<file path="config.mk">
export PLATFORM = sky130hd
export DESIGN_NAME = sxu_top
export DESIGN_NICKNAME = d
export VERILOG_FILES = /design/src/rtl/sxu_pkg.sv /design/src/rtl/sxu_shift.sv /design/src/rtl/sxu_swap_ext.sv /design/src/rtl/sxu_flag_gen.sv /design/src/rtl/sxu_top.sv
export SDC_FILE = /design/constraint.sdc
export NUM_CORES = 1
export LEC_CHECK = 0
export BUFFER_PORTS_ARGS = -buffer_cell sky130_fd_sc_hd__buf_4
export CORE_MARGIN = 2
export CORE_UTILIZATION = 42
export DETAILED_ROUTE_END_ITERATION = 7
export PLACE_DENSITY_LB_ADDON = 0.15
export SLEW_MARGIN = 30
export SYNTH_ARGS = -nofsm -noshare
export SYNTH_HDL_FRONTEND = slang
export SYNTH_SLANG_ARGS = --single-unit
</file>
<file path="constraint.sdc">
create_clock -name clk -period 1.8 [get_ports clk]
set_input_delay 0.18 -clock clk [delete_from_list [all_inputs] [get_ports clk]]
set_output_delay 0.18 -clock clk [all_outputs]
set_load 0.1 [all_outputs]
</file>
<file path="src/rtl/sxu_pkg.sv">
// Shared definitions for the shift, swap and sign-extend unit.
// Assumes a 2-bit operation code. The shift operations depend on the
// order of the codes (the low bit selects arithmetic versus rotate).
package sxu_pkg;

    typedef enum logic [1:0] {
        OP_RRC  = 2'd0,
        OP_RRA  = 2'd1,
        OP_SWAP = 2'd2,
        OP_SEXT = 2'd3
    } sxu_op_e;

    typedef struct packed {
        logic v;
        logic n;
        logic z;
        logic c;
    } sxu_flags_t;

endpackage

</file>
<file path="src/rtl/sxu_shift.sv">
// Right shift by one bit, either rotate through carry or arithmetic.
// Works on the low BYTE_W bits or on the full WORD_W bits.
// Assumes WORD_W >= BYTE_W >= 2. Result bits above the active width are 0.
module sxu_shift #(
    parameter int BYTE_W = 8,
    parameter int WORD_W = 16
) (
    input  logic [WORD_W-1:0] operand,
    input  logic              carry_in,
    input  logic              byte_mode,
    input  logic              arith,
    output logic [WORD_W-1:0] result,
    output logic              carry_out
);

    logic msb_word;
    logic msb_byte;

    // Purpose: choose the value that fills the top bit of each width.
    always_comb begin
        msb_word = arith ? operand[WORD_W-1] : carry_in;
        msb_byte = arith ? operand[BYTE_W-1] : carry_in;
    end

    // Purpose: shift within the active width and clear the bits above it.
    always_comb begin
        result = '0;
        if (byte_mode)
            result[BYTE_W-1:0] = {msb_byte, operand[BYTE_W-1:1]};
        else
            result = {msb_word, operand[WORD_W-1:1]};
        carry_out = operand[0];
    end

endmodule

</file>
<file path="src/rtl/sxu_swap_ext.sv">
// Byte exchange and sign extension.
// Byte exchange swaps the two low bytes. Sign extension copies bit
// BYTE_W-1 upward: as far as DATA_W-1 for a register operand, and
// only up to WORD_W-1 otherwise.
// Assumes DATA_W > WORD_W = 2*BYTE_W.
module sxu_swap_ext #(
    parameter int BYTE_W = 8,
    parameter int WORD_W = 16,
    parameter int DATA_W = 20
) (
    input  logic [WORD_W-1:0] operand,
    input  logic              reg_mode,
    input  logic              sext,
    output logic [DATA_W-1:0] result
);

    logic [DATA_W-1:0] ext_val;
    logic              sign_bit;

    assign sign_bit = operand[BYTE_W-1];

    // Purpose: build the extended value one bit at a time. Bits up to
    // WORD_W-1 always take the sign; higher bits take it only for a register.
    assign ext_val[BYTE_W-1:0] = operand[BYTE_W-1:0];
    for (genvar i = BYTE_W; i < DATA_W; i++) begin : g_ext
        if (i < WORD_W) begin : g_word
            assign ext_val[i] = sign_bit;
        end else begin : g_wide
            assign ext_val[i] = sign_bit & reg_mode;
        end
    end

    // Purpose: pick the extended value or the byte-exchanged value.
    always_comb begin
        result = '0;
        if (sext)
            result = ext_val;
        else
            result[WORD_W-1:0] = {operand[BYTE_W-1:0], operand[WORD_W-1:BYTE_W]};
    end

endmodule

</file>
<file path="src/rtl/sxu_flag_gen.sv">
// Computes the flag values and flag enables from the result and the
// operation code. N and Z use the byte width only for shifts in byte mode.
// Assumes the value passed in is the low WORD_W bits of the result.
module sxu_flag_gen
    import sxu_pkg::*;
#(
    parameter int BYTE_W = 8,
    parameter int WORD_W = 16
) (
    input  sxu_op_e           op,
    input  logic              byte_mode,
    input  logic [WORD_W-1:0] res_low,
    input  logic              shift_carry,
    output sxu_flags_t        flags,
    output sxu_flags_t        upd
);

    logic narrow;
    logic n_bit;
    logic z_bit;

    // Purpose: take the sign and zero tests over the active width.
    always_comb begin
        narrow = byte_mode && (op == OP_RRC || op == OP_RRA);
        n_bit  = narrow ? res_low[BYTE_W-1] : res_low[WORD_W-1];
        z_bit  = narrow ? ~|res_low[BYTE_W-1:0] : ~|res_low;
    end

    // Purpose: apply the flag rules of each operation.
    always_comb begin
        flags = '0;
        upd   = '0;
        unique case (op)
            OP_RRC, OP_RRA: begin
                flags = '{v: 1'b0, n: n_bit, z: z_bit, c: shift_carry};
                upd   = '{v: 1'b1, n: 1'b1, z: 1'b1, c: 1'b1};
            end
            OP_SWAP: begin
                flags = '0;
                upd   = '0;
            end
            OP_SEXT: begin
                flags = '{v: 1'b0, n: n_bit, z: z_bit, c: ~z_bit};
                upd   = '{v: 1'b1, n: 1'b1, z: 1'b1, c: 1'b1};
            end
            default: begin
                flags = '0;
                upd   = '0;
            end
        endcase
    end

endmodule

</file>
<file path="src/rtl/sxu_top.sv">
// Top level of the shift, swap and sign-extend unit. It combines the shift
// path, the swap/extend path and the flag generator, and registers the
// outputs in one stage. Outputs hold while no request is presented.
// Assumes a synchronous active-low reset and one request per cycle.
module sxu_top
    import sxu_pkg::*;
#(
    parameter int BYTE_W = 8,
    parameter int DATA_W = 20
) (
    input  logic                clk,
    input  logic                rst_n,
    input  logic                in_valid,
    input  logic [1:0]          op,
    input  logic                byte_mode,
    input  logic                reg_mode,
    input  logic [2*BYTE_W-1:0] operand,
    input  logic                carry_in,
    output logic                out_valid,
    output logic [DATA_W-1:0]   result,
    output logic                flag_v,
    output logic                flag_n,
    output logic                flag_z,
    output logic                flag_c,
    output logic                upd_v,
    output logic                upd_n,
    output logic                upd_z,
    output logic                upd_c
);

    localparam int WORD_W = 2 * BYTE_W;

    sxu_op_e           op_e;
    logic [WORD_W-1:0] shift_res;
    logic              shift_carry;
    logic [DATA_W-1:0] se_res;
    logic [DATA_W-1:0] comb_res;
    sxu_flags_t        comb_flags;
    sxu_flags_t        comb_upd;
    sxu_flags_t        flags_q;
    sxu_flags_t        upd_q;
    sxu_op_e           op_q;
    logic              byte_q;

    assign op_e = sxu_op_e'(op);

    sxu_shift #(.BYTE_W(BYTE_W), .WORD_W(WORD_W)) u_shift (
        .operand   (operand),
        .carry_in  (carry_in),
        .byte_mode (byte_mode),
        .arith     (op[0]),
        .result    (shift_res),
        .carry_out (shift_carry)
    );

    sxu_swap_ext #(.BYTE_W(BYTE_W), .WORD_W(WORD_W), .DATA_W(DATA_W)) u_swap_ext (
        .operand  (operand),
        .reg_mode (reg_mode),
        .sext     (op[0]),
        .result   (se_res)
    );

    // Purpose: select the result of the path that op addresses.
    always_comb begin
        comb_res = '0;
        if (op[1])
            comb_res = se_res;
        else
            comb_res[WORD_W-1:0] = shift_res;
    end

    sxu_flag_gen #(.BYTE_W(BYTE_W), .WORD_W(WORD_W)) u_flags (
        .op          (op_e),
        .byte_mode   (byte_mode),
        .res_low     (comb_res[WORD_W-1:0]),
        .shift_carry (shift_carry),
        .flags       (comb_flags),
        .upd         (comb_upd)
    );

    // Purpose: register the outputs on a request and hold them otherwise.
    always_ff @(posedge clk) begin
        if (!rst_n) begin
            out_valid <= 1'b0;
            result    <= '0;
            flags_q   <= '0;
            upd_q     <= '0;
            op_q      <= OP_RRC;
            byte_q    <= 1'b0;
        end else begin
            out_valid <= in_valid;
            if (in_valid) begin
                result  <= comb_res;
                flags_q <= comb_flags;
                upd_q   <= comb_upd;
                op_q    <= op_e;
                byte_q  <= byte_mode;
            end
        end
    end

    assign flag_v = flags_q.v;
    assign flag_n = flags_q.n;
    assign flag_z = flags_q.z;
    assign flag_c = flags_q.c;
    assign upd_v  = upd_q.v;
    assign upd_n  = upd_q.n;
    assign upd_z  = upd_q.z;
    assign upd_c  = upd_q.c;

    // a request produces a valid output one edge later
    a_r2_valid_follows: assert property (@(posedge clk) disable iff (!rst_n)
        in_valid |=> out_valid);

    // an idle cycle produces no valid output
    a_r2_idle_no_valid: assert property (@(posedge clk) disable iff (!rst_n)
        !in_valid |=> !out_valid);

    // outputs hold while idle
    a_r11_hold_idle: assert property (@(posedge clk) disable iff (!rst_n)
        !in_valid |=> ($stable(result) && $stable(flags_q) && $stable(upd_q)));

    // shifts clear V and enable all flags
    a_r5_shift_flags: assert property (@(posedge clk) disable iff (!rst_n)
        (out_valid && !op_q[1]) |-> (!flag_v && upd_v && upd_n && upd_z && upd_c));

    // a byte-mode shift leaves the upper bits at zero
    a_r6_byte_upper_zero: assert property (@(posedge clk) disable iff (!rst_n)
        (out_valid && !op_q[1] && byte_q) |-> (result[DATA_W-1:BYTE_W] == '0));

    // byte exchange touches no flag
    a_r7_swap_no_flags: assert property (@(posedge clk) disable iff (!rst_n)
        (out_valid && op_q == OP_SWAP) |-> ($countones({upd_v, upd_n, upd_z, upd_c}) == 0
                                            && result[DATA_W-1:WORD_W] == '0));

    // sign extension sets C as the inverse of Z
    a_r10_sext_carry: assert property (@(posedge clk) disable iff (!rst_n)
        (out_valid && op_q == OP_SEXT) |-> (flag_c == !flag_z && !flag_v));

endmodule

</file>
==> impl.org <==
** CTS
- The tree built by TritonCTS fans out to 22 sinks.
- Clock-pin slew was measured on the worst setup and hold paths at 140 ps.
- Once the clock tree was built, the resizer swapped 0 gates to a different size.
- The number of setup buffers added after CTS is 0.
- Number of hold-repair buffers added at the cts stage :: 0
- TritonCTS built the clock tree.
- CTS built an H-tree with a depth of 1.
- Clock network latency to the later pin of the worst-skew pair :: 310 ps
- In this run, CTS created clock tree buffers numbering 3.
- Buffer cell driving the clock tree root :: sky130_fd_sc_hd__clkbuf_4
- In this run the deepest clock path goes through 2 buffers.

** Final layout
- The finished cells cover 1820 sq um.
- Relative to the synthesized area, the layout overhead comes to 45.3%.
- The filler cells instantiated in the layout total 256.
- Final Core Density :: 64.9%
- Summing all multi-input logic gate instances after layout gives 689 sq um.
- Diode insertion count for antenna repair :: 0
- In the final layout, flip-flops and latches occupy 440 sq um.
- Total Nets Final :: 235
- The post-route netlist has 43.3% of its cells at a drive strength greater than 1.

** GRT
- The initial antenna violation count was 0.
- Vias in the first global route :: 1285
- All-layer global routing usage :: 21.1%
- Global route total overflow :: 0
- Global-route wire length before repair :: 5660 um
- Maximum number of pins on one net before global-route repair :: 25

** Timing
- Setup violations remaining at the end of the flow were counted as 0.
- Post-route fraction of the period consumed by the critical path :: 93.0%
- Between clock sinks in the finished design, the worst skew comes to 0 ps.
- Final Max Tran Viols :: 0
- Clock period minus worst slack :: 1670 ps
- Unrepaired setup endpoints after global routing :: no
- Final number of hold-violating endpoints :: 0
- For the final routed database, the setup TNS stands at 0 ps.
- Timing would allow up to 597 MHz.

** Worst setup path
- Reg2reg end :: result[14]
- Data arrival time of the worst path :: 1900 ps
- STA classifies the critical path startpoint as an input port.
- Critical path capture point type :: register
- Crit path max fanout :: 13
- Critical path start-end classification :: input port to register
- Reg-to-reg startpoint :: result[14]
- The worst register-to-register path has a depth of 2.
- Worst path required time :: 2020 ps
- The worst register-to-register path has a setup slack of 1000 ps.

** Synth
- In this run, distinct cell masters in the synthesized netlist total 38.
- During synthesis, Yosys emitted a total of 0 warnings.
- Syn Inst Count :: 148
- Yosys mapped a number of flops with a built-in enable equal to 0.
- For this run, the leading register cell type out of synthesis is sky130_fd_sc_hd__dfxtp_1.
- FF+latch count, synth :: 22
- The cell area that synthesis handed to floorplanning was 1250 sq um.
- When the netlist entered floorplanning its net count stood at 172.
- Counting flops with an async set or reset pin after synthesis yields a share of 0%.
- In this run the mean area of a mapped cell was 8.47 sq um.
- Sequential area share after synthesis :: 35.1%

** Route
- DRC violation total after the first TritonRoute iteration :: 65
- Number of nets still failing antenna checks after routing :: 0
- Remaining routing DRC violations :: 5
- Routed wire length per instance :: 14.7 um
- The pre-antenna-repair detailed-routing pass consisted of 6 iterations.
- After detailed routing, the number of vias per cell comes to 5.51.
- Final routed wirelength across all metal layers :: 3540 um
- Total via count after detailed routing :: 1328

** Placement
- The congestion estimate from routability-driven global placement came to 0.969.
- DP HPWL :: 2730 um
- Placement-stage cell area :: 1760 sq um
- Number of port buffers :: 51

** Worst hold path
- In this run the most critical hold path is launched from in_valid.
- The min-delay analysis places its worst path in the category input port to register.
- Destination of the worst hold path :: flag_z
- Counting instances, the worst hold path has a depth of 2.

** Run
- Maxcap violations :: 0

** Die
- For this design the top-level I/O count stands at 53.
- The die is 58.6 um tall.
- In this run the standard cell core region covers 2810 sq um.
- The floorplan step set the die width to 58.6 um.
- Die Outline Area :: 3440 sq um
- Initial core utilization :: 44.7%
- The floorplan has 19 rows.

** Power
- Cell area power density :: 846 nW/um^2
- Reported leakage power :: 0.908 nW
- Highest ir drop seen on vdd :: 0.000542 V

** Outcome
- The flow ran to the end, but the final reports show violations.
- Failing checks :: DRC
-- synthesized netlist by cell type (all sizes together) (4+ instances only) --
cell type / n / area, sq um
o21a: 5 / 37.5
buf: 12 / 92.6
inv: 6 / 22.5
dfxtp: 22 / 440
nor2b: 10 / 62.6
o21ai: 11 / 55.1
o211a: 5 / 50.1
a22oi: 6 / 45.0
nor2: 4 / 22.5
a21oi: 7 / 35.0
nand2: 19 / 73.8
mux2i: 10 / 100
clkbuf: 7 / 26.3
-- flip-flops by register name (all words and copies together) (netlist names) --
name and cells:
flag_z 1, out_valid 1, flag_c 1, flag_n 1, result 17, upd_v 1
-- layer usage --
layer  track usage, %  up-vias  part of all wire [%]
li1                 -      640                     -
met1             26.8      624                    42
met2             36.1       60                    48
met3             4.62        4                   8.9
met4             5.52        0                  0.68
met5                0        -                     0
-- worst max-delay path, stage by stage --
cell and delay [ps]:
sky130_fd_sc_hd__buf_4 190, sky130_fd_sc_hd__mux2i_1 210, sky130_fd_sc_hd__a21oi_1 110, sky130_fd_sc_hd__or4_1 530, sky130_fd_sc_hd__or4_4 450, sky130_fd_sc_hd__a41o_1 220
-- power by group --
group          leakage, nW  switching, mW  internal, mW
clock network       0.0279          0.168         0.225
logic                0.698          0.422         0.190
registers            0.182         0.0169         0.519
total                0.908          0.607         0.934
-- placed cells by master, fill, tap and decap left out, drive strengths merged, types with 2 or more instances in the layout --
cell type	count
a22oi	6
o32ai	2
nand4	2
o21a	5
nor2b	10
nor2	4
o21ai	11
dfxtp	22
and2	2
o211a	5
or4	2
nand3	2
a21oi	7
buf	77
inv	6
a221oi	2
nand2	19
mux2i	10
clkbuf	3
-- cell families after synthesis --
logic type / Yosys count / share of synthesized area, %
AO/OA/AOI/OAI: 44 / 25.5
buffers and inverters: 25 / 11.3
flip-flops: 22 / 35.1
multiplexers: 11 / 8.88
other: 1 / 0.299
AND/OR/NAND/NOR: 45 / 19.0
-- per-stage QoR --
| stage | power, mW | setup slack, ps | hold slack [ps] | cells |
|---|---|---|---|---|
| global placement | 1.15 | -127 | 467 | 237 |
| floorplan | 0.980 | 4.00 | 329 | 148 |
| detailed placement | 1.15 | -241 | 473 | 237 |
| finish | 1.54 | 126 | 191 | 241 |
| global route | 1.60 | 46.0 | 192 | 241 |
| CTS | 1.54 | 88.7 | 195 | 241 |
-- cell type report --
type | instances | share of cell area [%]
clock buffer | 3 | 1.24
inverter | 6 | 1.24
timing repair buffer | 77 | 31.7
sequential | 22 | 24.2
multi-input combinational | 101 | 37.8
clock inverter | 1 | 1.65
tap | 31 | 2.13
-- how the worst max path moves through the flow --
stage / cells past startpoint / to / startpoint / slack, ps
floorplan: 7 / flag_c / op[0] / 4
global placement: 7 / flag_c / op[0] / -130
detailed placement: 7 / flag_c / op[0] / -240
CTS: 7 / flag_z / op[0] / 90
global route: 6 / flag_z / op[0] / 50
finish: 6 / flag_c / op[0] / 130
Note: power is estimated with default switching activity, not from simulation.
